===== config.mk =====
export PLATFORM = sky130hd
export DESIGN_NAME = serial_alu
export DESIGN_NICKNAME = d
export VERILOG_FILES = /design/src/rtl/serial_alu_pkg.sv /design/src/rtl/sa_beat_ctr.sv /design/src/rtl/sa_addsub.sv /design/src/rtl/sa_cmp.sv /design/src/rtl/sa_logic.sv /design/src/rtl/serial_alu.sv
export SDC_FILE = /design/constraint.sdc
export NUM_CORES = 1
export LEC_CHECK = 0
export ABC_CLOCK_PERIOD_IN_PS = 5450
export BUFFER_PORTS_ARGS = -buffer_cell sky130_fd_sc_hd__buf_2
export CAP_MARGIN = 20
export CORE_MARGIN = 4
export CORE_UTILIZATION = 50
export CTS_BUF_LIST = sky130_fd_sc_hd__clkbuf_4
export CTS_CLUSTER_DIAMETER = 150
export DETAILED_ROUTE_END_ITERATION = 8
export GPL_ROUTABILITY_DRIVEN = 0
export PLACE_DENSITY = 0.87
export REMOVE_ABC_BUFFERS = 1
export SLEW_MARGIN = 15
export SYNTH_ARGS = -nofsm -noshare
export SYNTH_HDL_FRONTEND = slang
export SYNTH_SLANG_ARGS = --single-unit

===== constraint.sdc =====
create_clock -name clk -period 5.45 [get_ports clk]
set_input_delay 0.2725 -clock clk [delete_from_list [all_inputs] [get_ports clk]]
set_output_delay 0.2725 -clock clk [all_outputs]
set_load 0.05 [all_outputs]

===== src/rtl/serial_alu_pkg.sv =====
package serial_alu_pkg;
  typedef enum logic [1:0] {
    RES_SUM  = 2'd0,
    RES_SLT  = 2'd1,
    RES_BOOL = 2'd2,
    RES_NONE = 2'd3
  } res_sel_e;

  typedef enum logic [1:0] {
    BOOL_XOR  = 2'd0,
    BOOL_OR   = 2'd1,
    BOOL_AND  = 2'd2,
    BOOL_ZERO = 2'd3
  } bool_sel_e;
endpackage


===== src/rtl/sa_beat_ctr.sv =====
module sa_beat_ctr #(
  parameter int XLEN = 32
) (
  input  logic clk,
  input  logic rst,
  input  logic i_valid,
  output logic o_first,
  output logic o_last
);
  localparam int CW = (XLEN > 1) ? $clog2(XLEN) : 1;
  localparam logic [CW-1:0] LAST_IDX = CW'(XLEN - 1);

  logic [CW-1:0] idx_q;

  assign o_first = (idx_q == '0);
  assign o_last  = (idx_q == LAST_IDX);

  always_ff @(posedge clk) begin
    if (rst) begin
      idx_q <= '0;
    end else if (i_valid) begin
      idx_q <= o_last ? '0 : idx_q + CW'(1);
    end
  end
endmodule


===== src/rtl/sa_addsub.sv =====
module sa_addsub (
  input  logic clk,
  input  logic rst,
  input  logic i_valid,
  input  logic i_first,
  input  logic i_a,
  input  logic i_b,
  input  logic i_sub,
  output logic o_sum,
  output logic o_cout
);
  logic carry_q;
  logic b_eff;
  logic cin;

  assign b_eff  = i_b ^ i_sub;
  assign cin    = i_first ? i_sub : carry_q;
  assign o_sum  = i_a ^ b_eff ^ cin;
  assign o_cout = (i_a & b_eff) | (i_a & cin) | (b_eff & cin);

  always_ff @(posedge clk) begin
    if (rst) begin
      carry_q <= 1'b0;
    end else if (i_valid) begin
      carry_q <= o_cout;
    end
  end
endmodule


===== src/rtl/sa_cmp.sv =====
module sa_cmp (
  input  logic clk,
  input  logic rst,
  input  logic i_valid,
  input  logic i_first,
  input  logic i_last,
  input  logic i_a,
  input  logic i_b,
  input  logic i_sub,
  input  logic i_sig,
  input  logic i_sum,
  input  logic i_cout,
  input  logic i_sel_eq,
  output logic o_cmp,
  output logic o_cmp_valid,
  output logic o_lt_held
);
  logic eq_q;
  logic eq_now;
  logic a_ext;
  logic b_ext;
  logic lt_now;
  logic cmp_q;
  logic cmp_v_q;
  logic lt_q;

  assign eq_now = (i_first | eq_q) & ~i_sum;
  assign a_ext  = i_sig & i_a;
  assign b_ext  = i_sig & i_b;
  assign lt_now = a_ext ^ (b_ext ^ i_sub) ^ i_cout;

  always_ff @(posedge clk) begin
    if (rst) begin
      eq_q    <= 1'b0;
      cmp_q   <= 1'b0;
      cmp_v_q <= 1'b0;
      lt_q    <= 1'b0;
    end else begin
      cmp_v_q <= i_valid & i_last;
      if (i_valid) begin
        eq_q <= eq_now;
        if (i_last) begin
          lt_q  <= lt_now;
          cmp_q <= i_sel_eq ? eq_now : lt_now;
        end
      end
    end
  end

  assign o_cmp       = cmp_q;
  assign o_cmp_valid = cmp_v_q;
  assign o_lt_held   = lt_q;
endmodule


===== src/rtl/sa_logic.sv =====
module sa_logic
  import serial_alu_pkg::*;
(
  input  logic       i_a,
  input  logic       i_b,
  input  logic [1:0] i_sel,
  output logic       o_res
);
  always_comb begin
    case (bool_sel_e'(i_sel))
      BOOL_XOR: o_res = i_a ^ i_b;
      BOOL_OR:  o_res = i_a | i_b;
      BOOL_AND: o_res = i_a & i_b;
      default:  o_res = 1'b0;
    endcase
  end
endmodule


===== src/rtl/serial_alu.sv =====
module serial_alu
  import serial_alu_pkg::*;
#(
  parameter int XLEN = 32
) (
  input  logic       clk,
  input  logic       rst,
  input  logic       i_valid,
  input  logic       i_rs1,
  input  logic       i_rs2,
  input  logic       i_imm,
  input  logic       i_b_imm,
  input  logic       i_sub,
  input  logic       i_cmp_signed,
  input  logic       i_cmp_eq,
  input  logic [1:0] i_res_sel,
  input  logic [1:0] i_bool_sel,
  output logic       o_rd,
  output logic       o_rd_valid,
  output logic       o_cmp,
  output logic       o_cmp_valid
);
  logic beat_first;
  logic beat_last;
  logic op_b;
  logic sum_bit;
  logic sum_cout;
  logic bool_bit;
  logic lt_held;
  logic res_bit;
  logic rd_q;
  logic rd_v_q;

  assign op_b = i_b_imm ? i_imm : i_rs2;

  sa_beat_ctr #(.XLEN(XLEN)) ctr_i (
    .clk     (clk),
    .rst     (rst),
    .i_valid (i_valid),
    .o_first (beat_first),
    .o_last  (beat_last)
  );

  sa_addsub addsub_i (
    .clk     (clk),
    .rst     (rst),
    .i_valid (i_valid),
    .i_first (beat_first),
    .i_a     (i_rs1),
    .i_b     (op_b),
    .i_sub   (i_sub),
    .o_sum   (sum_bit),
    .o_cout  (sum_cout)
  );

  sa_cmp cmp_i (
    .clk         (clk),
    .rst         (rst),
    .i_valid     (i_valid),
    .i_first     (beat_first),
    .i_last      (beat_last),
    .i_a         (i_rs1),
    .i_b         (op_b),
    .i_sub       (i_sub),
    .i_sig       (i_cmp_signed),
    .i_sum       (sum_bit),
    .i_cout      (sum_cout),
    .i_sel_eq    (i_cmp_eq),
    .o_cmp       (o_cmp),
    .o_cmp_valid (o_cmp_valid),
    .o_lt_held   (lt_held)
  );

  sa_logic logic_i (
    .i_a   (i_rs1),
    .i_b   (op_b),
    .i_sel (i_bool_sel),
    .o_res (bool_bit)
  );

  always_comb begin
    case (res_sel_e'(i_res_sel))
      RES_SUM:  res_bit = sum_bit;
      RES_SLT:  res_bit = beat_first & lt_held;
      RES_BOOL: res_bit = bool_bit;
      default:  res_bit = 1'b0;
    endcase
  end

  always_ff @(posedge clk) begin
    if (rst) begin
      rd_q   <= 1'b0;
      rd_v_q <= 1'b0;
    end else begin
      rd_v_q <= i_valid;
      rd_q   <= i_valid & res_bit;
    end
  end

  assign o_rd       = rd_q;
  assign o_rd_valid = rd_v_q;
endmodule


* Word level (Yosys, flattened, before mapping)
Index checks and enable logic that the tools add are counted.
** Word-level totals
- Bits in registers :: 12
- Latch bits :: 0
- Memory bits (writable) :: 0
- ROM bits :: 0
- Bits of input ports :: 14
- Output and inout port bits :: 4
- Word-level logic and storage cells :: 46
- Memories kept :: 0
** Cells by class
- Add/sub/neg operators :: 1
- $mul :: 0
- Divide/modulo/power cells :: 0
- Magnitude comparators :: 0
- Eq/ne operators :: 5
- Shifts and indexed selects :: 0
- Muxes and demuxes :: 6
- Bitwise gates (word level) :: 22
- Reductions and logical operators :: 4
** Operators by type and width (number)
- 1-bit bitwise AND :: 10
- 1-bit bitwise XOR :: 7
- 1-bit case mux with 3 select lines :: 2
- 5-bit by 1-bit adder with 5-bit output (second input constant) :: 1
- 5-bit equality test (second input constant) :: 1
- 5-bit logical NOT :: 1
- 5-bit 2-to-1 mux :: 1
- 2-bit by 1-bit equality test with 1-bit output (second input constant) :: 2
- 2-bit equality test (second input constant) :: 2
- 2-bit logical NOT :: 2
- 1-bit OR :: 4
- 1-bit 2-to-1 mux :: 3
- 2-bit AND reduction :: 1
- 1-bit inverter :: 1

* Logic depth before layout (Yosys ltp)
Gate-level depths: netlist of the first run.
- Depth in word-level cells :: 7
- Depth in mapped cells :: 9
- Mapped depth without buffers :: 9

* By module
Synthesis of the first run repeated with hierarchy kept, for this count alone.
** Unflattened totals
- Cell total of the unflattened synthesis :: 77
- Area total of the unflattened synthesis :: 709.4 sq um
** By module, submodules not included
- sa_beat_ctr :: times used 1, cells an instance 29, area an instance 260.2 sq um, sequential area each 100.1 sq um
- sa_cmp :: times used 1, cells an instance 23, area an instance 212.7 sq um, sequential area each 80.1 sq um
- serial_alu :: times used 1, cells an instance 8, area an instance 93.8 sq um, sequential area each 40.0 sq um
- sa_addsub :: times used 1, cells an instance 9, area an instance 86.3 sq um, sequential area each 20.0 sq um
- sa_logic :: times used 1, cells an instance 8, area an instance 56.3 sq um, sequential area each 0.0 sq um

* Worst setup path after synthesis of the first run
Ideal clock, no wire load.
- Path kind :: register -> register
- Start point :: register ctr_i.idx_q[0]
- End point :: register cmp_i.cmp_q (netlist: cmp_i.o_cmp)
- Library setup time :: 0.131 ns
- Arrival :: 2.070 ns
- Data required time :: 5.319 ns
- Path slack :: 3.249 ns
- Cell stages (with the launch flop) :: 9
- Buffers on the path :: 0
- Period minus slack after synthesis :: 2.201 ns
- Cell sequence :: dfxtp_1 > inv_1 > ha_1 > nor4b_1 > mux2i_1 > fa_1 > and3_1 > a221oi_1 > o21ai_0
** On the way
- Longest elaborated chain between the ends :: 7
- Elaborated cells on any way between the ends :: 14
- Those cells by class :: eq/ne: 1; mux: 2; bitwise: 9; reduce/logical: 2
** Ends and longest elaborated chain
- start: declaration :: line sa_beat_ctr.sv:13 : logic [CW-1:0] idx_q;
- start signal: assignment :: line sa_beat_ctr.sv:22 : idx_q <= o_last ? '0 : idx_q + CW'(1);
- 5-bit logical NOT :: line sa_beat_ctr.sv:15 : assign o_first = (idx_q == '0);
- 1-bit 2-to-1 mux :: line sa_addsub.sv:17 : assign cin = i_first ? i_sub : carry_q;
- 1-bit bitwise AND :: line sa_addsub.sv:19 : assign o_cout = (i_a & b_eff) | (i_a & cin) | (b_eff & cin);
- 1-bit OR (2 in a row) :: line sa_addsub.sv:19
- 1-bit bitwise XOR :: line sa_cmp.sv:30 : assign lt_now = a_ext ^ (b_ext ^ i_sub) ^ i_cout;
- 1-bit 2-to-1 mux :: line sa_cmp.sv:44 : cmp_q <= i_sel_eq ? eq_now : lt_now;
- end signal: assignment :: line sa_cmp.sv:44
- end: declaration :: line sa_cmp.sv:23 : logic cmp_q;
Parallel ways exist; a longest one is shown, timed or not.
A chain may end at the register's enable or synchronous reset.

* Worst setup path in the final report of the first run
Same ends and word-level chain as after synthesis.

==> reports/metrics.csv, run 1 <==
stage,metric,value,unit
floorplanning,FP Rows,13,
global_routing,antenna violations before repair,0,
global_routing,first-pass GRT wire length,2346,um
critical_path,critical-path cell list,inv_1 > ha_1 > nor4b_1 > mux2i_1 > fa_1 > and3_1 > a221oi_1 > o21ai_0,
clocking,cts hold-fix bufs,0,
yosys,"EDFF count, synth",0,
clocking,CTS buffer count,3,
layout,# diodes,0,
floorplanning,I/O pin count,18,
route,DR pass1 iterations,4,
timing,final setup violation count,0,
clocking,CTS Root Cell,clkbuf_4,
timing,RSZ-0062 raised after global routing,no,
layout,Area Overhead vs Synth,16.67,%
timing,Worst Max-Slew Pin Slew,0.5162,ns
yosys,post-synth top area cell,dfxtp_1,
clocking,Resize count post-CTS,0,
floorplanning,Die Height,45.17,um
critical_path,"slowest stage cell, crit path",fa_1,
timing,hold slack,0.2996,ns
timing,Final Hold Vio Count,0,
layout,fill count,126,
route,Routed Antenna Nets,0,
floorplanning,Core Footprint,0.001301,mm^2
critical_path,Register-to-Register Path Depth,8,
yosys,syn avg cell area,8.855,um^2
route,DR vias,600,
route,WL final,1340,um
clocking,Worst-Skew Late Latency,0.27,ns
route,vias per std cell,5.455,
power,Leakage,0.3977,nW
critical_path,CP peak stage delay,0.49,ns
critical_path,Setup crit end kind,flip-flop,
clocking,H-tree depth,1,
yosys,Synth top cells by count,"12 x dfxtp_1, 9 x nor2_1, 6 x inv_1, 6 x mux2i_1",
yosys,"Distinct cells, synth",30,
yosys,Synth Register Bits,12,
global_routing,GRT Util Overall,15.77,%
global_routing,grt ovf,0,
yosys,ys async rst share,0,%
run_status,status,"complete, no violations",
floorplanning,die area,0.002040,mm^2
hold_path,HP Class,input port to flip-flop,
place,PortBufs,17,
critical_path,Worst Path Max Fanout,5,
yosys,Synth Flop Type,dfxtp_1,
power,switching share of power,28.18,%
route,final routed DRC violation total,0,
yosys,Yosys warning total,0,
global_routing,largest net degree at the start of global routing,17,
timing,Fin Clk Skew,0.001551,ns
route,WL/cell,12.18,um
power,Comb pwr share,21.6,%
critical_path,"Req. time, crit path",5.60,ns
job,Max Cap Violations,0,
power,clock power share,28.8,%
power,Net Sw Power,0.05314,mW
clocking,post-CTS setup buffers,0,
yosys,Synth top area share,34.78,%
floorplanning,Chip Width,45.17,um
timing,Setup TNS,0,ns
timing,Worst slew margin,65.10,%
timing,period utilization,45.45,%
power,sequential share of power,49.6,%
power,Max IR drop VDD,0.1219,mV
yosys,post-synthesis cell area,690.7,um^2
clocking,CTS tree,done,
global_routing,vias in the first global route,615,
critical_path,CP startpoint kind,flip-flop,
place,detailed placement HPWL,1056,um
clocking,"CTS clk-pin slew, worst paths",0.07,ns
yosys,most common cell in the netlist,dfxtp_1,
timing,Final Critical Period,2.477,ns
hold_path,WHS Path Cells,4,
floorplanning,Initial Util,53.08,%
yosys,cells after synthesis,78,
critical_path,Setup CP Type,flip-flop to flip-flop,
timing,pins over their slew limit,0,
yosys,post-synthesis sequential area ratio,34.78,%
power,PwrDens,234.0,mW/mm^2
route,initial DRC count,8,
critical_path,WP data arrival,2.63,ns
layout,# nets final,117,
power,cell-internal power,0.1354,mW
timing,fmax,0.4037,GHz
layout,Register Area,240.2,um^2
clocking,CTS max path bufs,2,
clocking,clock sink count,12,
yosys,ranking of synthesized cells by area,"dfxtp_1 35%, ha_1 9.1%, mux2i_1 8.7%, nor2_1 4.9%, o21ai_0 3.6%",
layout,combined area of the multi-input logic cells,416.7,um^2
layout,share of cells above drive strength 1,23.16,%
## per-stage QoR
step	util [%]	setup WS, ns	power, mW	std cells	area, um^2
2_1_floorplan	-	3.249	0.1219	75	679.4
4_1_cts	61.92	2.948	0.1916	110	805.8
6_report	61.92	2.973	0.1886	110	805.8
3_5_place_dp	60.19	2.953	0.1367	107	783.3
5_1_grt	61.92	2.762	0.1993	110	805.8
3_3_place_gp	60.19	3.130	0.1349	107	783.3
## cell type report
type | instances | share of cell area (%)
inverter | 6 | 2.795
tap | 15 | 2.329
multi-input combinational | 57 | 51.71
clock buffer | 3 | 2.795
sequential | 12 | 29.81
timing repair buffer | 17 | 10.56
## final timing paths
| path | from | to | slack (ns) |
|---|---|---|---|
| max | ctr_i.idx_q[0]$_SDFFE_PP0P_ | cmp_i.o_cmp$_SDFFE_PP0P_ | 2.97 |
| min | i_cmp_eq | cmp_i.o_cmp$_SDFFE_PP0P_ | 0.30 |
| max reg2reg | ctr_i.idx_q[0]$_SDFFE_PP0P_ | cmp_i.o_cmp$_SDFFE_PP0P_ | 2.97 |
| min reg2reg | cmp_i.eq_q$_SDFFE_PP0P_ | cmp_i.eq_q$_SDFFE_PP0P_ | 0.48 |
## critical path: cells and delay by family (launching register included)
kind / cells / cell delay [ns]
AND/OR/NAND/NOR: 2 / 0.62
multiplexers: 1 / 0.28
flip-flops: 1 / 0.34
AO/OA/AOI/OAI: 2 / 0.42
adder cells (fa/ha/maj): 2 / 0.63
buffers and inverters: 1 / 0.06
## placed cells by master, fill, tap and decap left out, drive strengths merged, types with 3 or more instances in the layout
cell	instances
nor2	9
o21ai	5
and3	3
ha	5
dfxtp	12
inv	6
mux2i	6
nand2	3
clkbuf	3
buf	17
a21oi	4
## power by group through the flow
stage,clock network [mW],logic (mW),registers [mW]
3_5_place_dp,0,0.0411,0.0956
3_3_place_gp,0,0.0395,0.0954
6_report,0.0542,0.0408,0.0935
2_1_floorplan,0,0.0242,0.0976
5_1_grt,0.0592,0.0461,0.0940
4_1_cts,0.0568,0.0413,0.0936
## per-layer routing
metal  part of all wire [%]  track usage (%)  routed length (um)  vias to the layer above
li1                       -                -                   -                      308
met4                    2.8            11.11                  38                        0
met5                      0                0                   0                        -
met2                     49            27.68                 656                       16
met1                     44            16.95                 589                      271
met3                    4.2            2.390                  56                        5
## registers in the layout (all words and copies together) (netlist names)
name / flops
cmp_i.o_lt_held: 1
o_rd: 1
addsub_i.carry_q: 1
o_rd_valid: 1
cmp_i.o_cmp: 1
cmp_i.eq_q: 1
cmp_i.o_cmp_valid: 1
ctr_i.idx_q: 5
## cells by family (layout without fill, tap and decap cells)
group / count (synthesis) / after routing / synth area share, %
DFF: 12 / 12 / 34.78
adders and majority gates: 6 / 6 / 11.96
buffers and inverters: 9 / 26 / 4.891
AOI/OAI and AO/OA: 15 / 15 / 13.77
muxes: 7 / 7 / 10.33
xor gates and xnor gates: 3 / 3 / 3.805
and+or+nand+nor: 26 / 26 / 20.47
No activity file was read; power rests on OpenSTA's default activity.
==> run 2, diff against run 1 <==
ABC_AREA = 1   (was not set)
ABC_CLOCK_PERIOD_IN_PS = 2000   (was 5450)
CORE_UTILIZATION = 48   (was 50)
clock period = 2 ns   (was 5.45 ns; I/O delays follow)
==> reports/metrics.csv, run 2 <==
stage,metric,value,unit
place,post-place setup slack,0.1509,ns
clocking,CTS buffer count,3,
route,final routed DRC violation total,0,
floorplanning,I/O pin count,18,
timing,Final Critical Period,1.806,ns
layout,Top reg by flops,ctr_i.idx_q,
critical_path,CP startpoint kind,flip-flop,
place,placed insts,129,
layout,combined area of the multi-input logic cells,397.9,um^2
critical_path,crit path from,ctr_i.idx_q[0]$_SDFFE_PP0P_,
clocking,H-tree depth,1,
layout,# nets final,139,
route,WL/cell,11.02,um
power,cell-internal power,0.3683,mW
clocking,clock sink count,12,
layout,Area Overhead vs Synth,16.98,%
yosys,Synth top cells by count,"19 x nand2_1, 18 x inv_1, 12 x dfxtp_1",
yosys,ys async rst share,0,%
critical_path,Setup crit end kind,flip-flop,
power,Leakage,0.4388,nW
timing,Setup TNS,0,ns
layout,# diodes,0,
timing,pins over their slew limit,0,
place,PortBufs,17,
critical_path,critical-path cell list,inv_1 > ha_1 > nand3_2 > nor2_1 > a21oi_1 > fa_2 > inv_1 > nand2_1 > nand2_1 > inv_1 > nand2_1 > nand2_1 > nand2_1 > o21ai_0,
yosys,main combinational cell family by area after synthesis,simple AND/OR/NAND/NOR gates,
critical_path,"CP delay by family, top",adder cells,
yosys,syn avg cell area,7.367,um^2
layout,max reg flops,5,
timing,final setup violation count,0,
floorplanning,Initial Util,52.84,%
critical_path,r2r setup slk,0.19,ns
power,clock power share,29.2,%
timing,Final Hold Vio Count,0,
critical_path,Setup CP Type,flip-flop to flip-flop,
global_routing,antenna violations before repair,0,
timing,Worst slew margin,83.54,%
hold_path,Hold Crit Start,i_res_sel[1],
yosys,Synth top area share,33.28,%
layout,most frequent cells in the layout,"19 x nand2_1, 18 x inv_1, 17 x buf_2",
route,vias per std cell,5.271,
floorplanning,Die Height,46.78,um
power,PwrDens,632.8,mW/mm^2
layout,share of cells above drive strength 1,26.27,%
critical_path,"slowest stage cell, crit path",fa_2,
critical_path,Worst Path Max Fanout,4,
yosys,ranking of synthesized cells by area,"dfxtp_1 33%, nand2_1 9.9%, inv_1 9.4%, ha_1 8.7%, a21oi_1 4.2%",
place,detailed placement HPWL,1196,um
yosys,Yosys warning total,0,
yosys,post-synthesis cell area,721.9,um^2
clocking,"CTS clk-pin slew, worst paths",0.07,ns
job,Max Cap Violations,0,
route,DR vias,701,
run_status,status,"complete, no violations",
yosys,"EDFF count, synth",0,
layout,Register Area,241.5,um^2
hold_path,HP Class,input port to flip-flop,
yosys,most common cell in the netlist,nand2_1,
global_routing,grt ovf,0,
yosys,"Distinct cells, synth",23,
route,WL final,1466,um
global_routing,vias in the first global route,609,
route,Routed Antenna Nets,0,
timing,hold slack,0.004117,ns
power,Net Sw Power,0.1661,mW
clocking,CTS Root Cell,clkbuf_4,
yosys,post-synth top area cell,dfxtp_1,
floorplanning,Chip Width,46.78,um
yosys,post-synthesis mux area share,0,%
global_routing,largest net degree at the start of global routing,11,
yosys,Adder-Cell Fraction of Synth Area,11.44,%
critical_path,WP data arrival,1.97,ns
yosys,post-synthesis sequential area ratio,33.28,%
yosys,Synth Flop Type,dfxtp_1,
place,Post-Place Cell Area,814.5,um^2
power,Max IR drop VDD,0.3307,mV
power,sequential share of power,47.9,%
hold_path,WHS Path Cells,2,
floorplanning,FP Rows,13,
yosys,cells after synthesis,98,
clocking,CTS tree,done,
clocking,Worst-Skew Late Latency,0.28,ns
route,DR pass1 iterations,4,
critical_path,Crit Reg-Reg Endpoint,cmp_i.o_lt_held$_SDFFE_PP0P_,
layout,final std cells w/o fill,133,
yosys,synthesized-area fraction occupied by and/or/nand/nor cells,27.04,%
timing,Fin Clk Skew,0.0009949,ns
timing,RSZ-0062 raised after global routing,no,
hold_path,hold path endpoint,o_rd$_SDFF_PP0_,
timing,fmax,0.5538,GHz
yosys,Compound-Gate Fraction of Synth Area,13.86,%
timing,period utilization,90.28,%
critical_path,"Req. time, crit path",2.17,ns
timing,Worst Max-Slew Pin Slew,0.2486,ns
layout,fin area,844.6,um^2
critical_path,Critical R2R Launch,ctr_i.idx_q[0]$_SDFFE_PP0P_,
layout,fill count,128,
yosys,Synth Register Bits,12,
critical_path,CP peak stage delay,0.36,ns
floorplanning,die area,0.002188,mm^2
global_routing,first-pass GRT wire length,2421,um
route,initial DRC count,19,
clocking,CTS max path bufs,2,
critical_path,Register-to-Register Path Depth,14,
timing,final worst slack,0.1944,ns
layout,"most common cell after layout, fill and taps aside",nand2_1,
power,Comb pwr share,22.8,%
power,switching share of power,31.08,%
floorplanning,Core Footprint,0.001366,mm^2
global_routing,GRT Util Overall,15.96,%
critical_path,CP most frequent cell,nand2_1,
critical_path,buffers plus inverters on the worst setup path,3,
yosys,XOR/XNOR Fraction of Synth Area,2.426,%
[run 2: cell types whose count changed in the layout (fill, tap and decap cells not counted), moves of 3 or more]
cell	change
nand2_1	+16
inv_1	+12
mux2i_1	-6
nor2_1	-5
nand3_1	+4
and3_1	-3
nor3_1	+3
[run 2: worst max-delay path by stage]
stage,cells past startpoint,end,slack (ns)
2_1_floorplan,13,cmp_i.o_lt_held$_SDFFE_PP0P_,0.32
3_3_place_gp,14,cmp_i.o_lt_held$_SDFFE_PP0P_,0.21
3_5_place_dp,14,cmp_i.o_cmp$_SDFFE_PP0P_,0.15
4_1_cts,14,cmp_i.o_lt_held$_SDFFE_PP0P_,0.10
5_1_grt,14,cmp_i.o_lt_held$_SDFFE_PP0P_,0.004
6_report,14,cmp_i.o_lt_held$_SDFFE_PP0P_,0.19
[run 2: what timing repair did]
action                     in CTS  in global routing
setup buffers                   0                  0
setup endpoints to repair       0                  2
hold buffers                    0                  0
resized for setup               0                  2
[run 2: cell type report]
| type | count | share of cell area, % |
|---|---|---|
| multi-input combinational | 65 | 47.11 |
| sequential | 12 | 28.59 |
| timing repair buffer | 17 | 10.07 |
| inverter | 20 | 8.889 |
| clock buffer | 3 | 2.667 |
| tap | 15 | 2.222 |
| clock inverter | 1 | 0.4444 |
[run 2: power groups by stage]
stage	Clock [mW]	Sequential (mW)	Combinational, mW
after floorplan	0	0.267	0.0738
after global placement	0	0.261	0.115
after detailed placement	0	0.262	0.119
after CTS	0.160	0.256	0.121
after global routing	0.173	0.258	0.139
final	0.156	0.256	0.122
[run 2: routing by layer]
layer,global-route usage [%],vias up,share of wire [%]
li1,-,357,-
met2,27.10,16,52
met3,4.598,4,4.8
met5,0,-,0
met4,8.287,0,1.4
met1,18.03,324,42
[run 2: kinds of logic after synthesis]
kind of cell	count (synthesis)
flops	12
buf+inv	21
fa+ha+maj	6
xor+xnor	2
simple gates	40
compound gates	17
[run 2: stage by stage]
stage          utilization [%]  power [mW]
6_report                 61.81      0.5345
5_1_grt                  61.81      0.5700
4_1_cts                  61.54      0.5374
3_5_place_dp             59.62      0.3809
3_3_place_gp             59.62      0.3758
2_1_floorplan                -      0.3405
[run 2: worst register-to-register path: cells and delay by family, from the launching register on]
family	cells	cell delay, ns
DFF	1	0.34
buffers and inverters	3	0.19
and+or+nand+nor	7	0.52
adders and majority gates	2	0.52
AOI/OAI and AO/OA	2	0.14
==> run 3, diff against run 2 <==
CORE_UTILIZATION = 45   (was 48)
CTS_BUF_LIST = sky130_fd_sc_hd__clkbuf_16   (was sky130_fd_sc_hd__clkbuf_4)
PLACE_DENSITY = 0.83   (was 0.87)
REMOVE_ABC_BUFFERS = not set   (was 1)
==> reports/metrics.csv, run 3 (synthesis gave the netlist of run 2 again) <==
stage,metric,value,unit
layout,# nets final,139,
floorplanning,Core Footprint,0.001506,mm^2
global_routing,GRT Util Overall,14.53,%
layout,Top reg by flops,ctr_i.idx_q,
clocking,clock sink count,12,
yosys,syn_nets,118,
layout,# diodes,0,
layout,max reg flops,5,
global_routing,grt peak-use layer,met2,
power,cell-internal power,0.5592,mW
run_status,status,"complete, no violations",
floorplanning,Chip Width,48.06,um
layout,fill count,138,
place,PortBufs,17,
power,Max IR drop VDD,0.7071,mV
timing,Worst slew margin,83.54,%
timing,Fin Clk Skew,0.003096,ns
critical_path,CP startpoint kind,flip-flop,
critical_path,r2r setup slk,0.19,ns
hold_path,Hold Crit Start,i_res_sel[1],
critical_path,Crit Reg-Reg Endpoint,cmp_i.o_lt_held$_SDFFE_PP0P_,
global_routing,grt ovf,0,
hold_path,WHS Path Cells,2,
clocking,Worst-Skew Late Latency,0.24,ns
global_routing,antenna violations before repair,0,
route,Routed Antenna Nets,0,
route,WL final,1373,um
critical_path,Setup crit end kind,flip-flop,
power,Final Power,0.7330,mW
clocking,CTS tree,done,
power,Net Sw Power,0.1738,mW
place,detailed placement HPWL,1103,um
clocking,H-tree depth,1,
power,Comb pwr share,16.3,%
critical_path,"Req. time, crit path",2.12,ns
place,post-place setup slack,0.1522,ns
timing,period utilization,90.44,%
layout,share of cells above drive strength 1,25.42,%
layout,most frequent cells in the layout,"19 x nand2_1, 18 x inv_1, 17 x buf_2",
global_routing,largest net degree at the start of global routing,11,
hold_path,hold path endpoint,o_rd$_SDFF_PP0_,
clocking,"CTS clk-pin slew, worst paths",0.04,ns
global_routing,met3 Use GR,6.767,%
timing,Setup TNS,0,ns
layout,final core utilization,59.55,%
floorplanning,die area,0.002309,mm^2
power,Leakage,0.4616,nW
hold_path,HP Class,input port to flip-flop,
route,vias per std cell,4.933,
global_routing,first-pass GRT wire length,2332,um
clocking,CTS max path bufs,2,
floorplanning,Initial Util,47.92,%
route,DR vias,661,
route,DR pass1 iterations,4,
route,initial DRC count,2,
timing,hold slack,0.05017,ns
timing,fmax,0.5528,GHz
power,sequential share of power,35.1,%
global_routing,met1 Resource Use GR,15.78,%
layout,Area Overhead vs Synth,24.26,%
timing,Final Hold Vio Count,0,
job,Max Cap Violations,0,
timing,Worst Max-Slew Pin Slew,0.2486,ns
floorplanning,I/O pin count,18,
floorplanning,Die Height,48.06,um
floorplanning,FP Rows,14,
layout,"most common cell after layout, fill and taps aside",nand2_1,
timing,RSZ-0062 raised after global routing,no,
power,PwrDens,817.1,mW/mm^2
power,switching share of power,23.71,%
timing,Final Critical Period,1.809,ns
clocking,CTS buffer count,3,
route,WL/cell,10.25,um
global_routing,vias in the first global route,616,
timing,final worst slack,0.1911,ns
route,final routed DRC violation total,0,
critical_path,Register-to-Register Path Depth,14,
timing,pins over their slew limit,0,
critical_path,Critical R2R Launch,ctr_i.idx_q[0]$_SDFFE_PP0P_,
global_routing,M2 GR Usage,25.07,%
critical_path,Worst Path Max Fanout,4,
clocking,CTS Root Cell,clkbuf_16,
timing,final setup violation count,0,
power,clock power share,48.6,%
critical_path,Setup CP Type,flip-flop to flip-flop,
critical_path,WP data arrival,1.93,ns
-- run 3: cell count changes in the layout (fill, tap and decap cells not counted) --
cell	previous run	this run
dfxtp_1	11	12
dfxtp_2	1	0
clkbuf_16	0	3
clkbuf_4	3	0
-- run 3: through the flow --
stage	cell area (um^2)	instances
global placement	815.8	130
detailed placement	815.8	130
finish	897.1	134
CTS	894.6	134
floorplan	721.9	98
global route	897.1	134
-- run 3: cell type report --
cell class                 instances  area (um^2)  share of cell area (%)
inverter                          20        75.07                   8.368
multi-input combinational         65        397.9                   44.35
sequential                        12        240.2                   26.78
timing repair buffer              17        85.08                   9.484
clock buffer                       3        75.07                   8.368
clock inverter                     1        3.754                  0.4184
tap                               16        20.02                   2.232
-- run 3: critical path, cell delays in order (launching register included) --
cell,delay (ns)
dfxtp_1,0.32
inv_1,0.08
ha_1,0.17
nand3_2,0.11
nor2_1,0.10
a21oi_1,0.06
fa_2,0.36
inv_1,0.06
nand2_1,0.04
nand2_1,0.08
inv_1,0.04
nand2_1,0.07
nand2_1,0.05
nand2_1,0.06
o21ai_0,0.08
-- run 3: worst max path at each step --
stage	slack (ns)	end	depth (start not counted)	from
final	0.19	cmp_i.o_lt_held$_SDFFE_PP0P_	14	ctr_i.idx_q[0]$_SDFFE_PP0P_
after floorplan	0.32	cmp_i.o_lt_held$_SDFFE_PP0P_	13	ctr_i.idx_q[0]$_SDFFE_PP0P_
after global routing	0.04	cmp_i.o_cmp$_SDFFE_PP0P_	14	ctr_i.idx_q[0]$_SDFFE_PP0P_
after global placement	0.23	cmp_i.o_cmp$_SDFFE_PP0P_	14	ctr_i.idx_q[0]$_SDFFE_PP0P_
after CTS	0.12	cmp_i.o_lt_held$_SDFFE_PP0P_	14	ctr_i.idx_q[0]$_SDFFE_PP0P_
after detailed placement	0.15	cmp_i.o_lt_held$_SDFFE_PP0P_	13	ctr_i.idx_q[0]$_SDFFE_PP0P_
-- run 3: power by group through the flow --
stage,sequential (mW),combinational (mW),clock [mW]
2_1_floorplan,0.267,0.0782,0
3_3_place_gp,0.261,0.114,0
3_5_place_dp,0.261,0.117,0
4_1_cts,0.257,0.120,0.361
5_1_grt,0.259,0.139,0.376
6_report,0.257,0.119,0.356
-- run 3: repair_timing --
item                       in CTS  in global routing
gates resized for setup         0                  1
setup buffers                   0                  0
setup endpoints to repair       0                  2
hold buffers                    0                  0
-- run 3: layer usage --
| metal | part of all wire [%] | wire, um | up-vias |
|---|---|---|---|
| met2 | 52 | 718 | 12 |
| li1 | - | - | 353 |
| met4 | 0 | 0 | 0 |
| met1 | 43 | 592 | 296 |
| met3 | 4.5 | 62 | 0 |
| met5 | 0 | 0 | - |
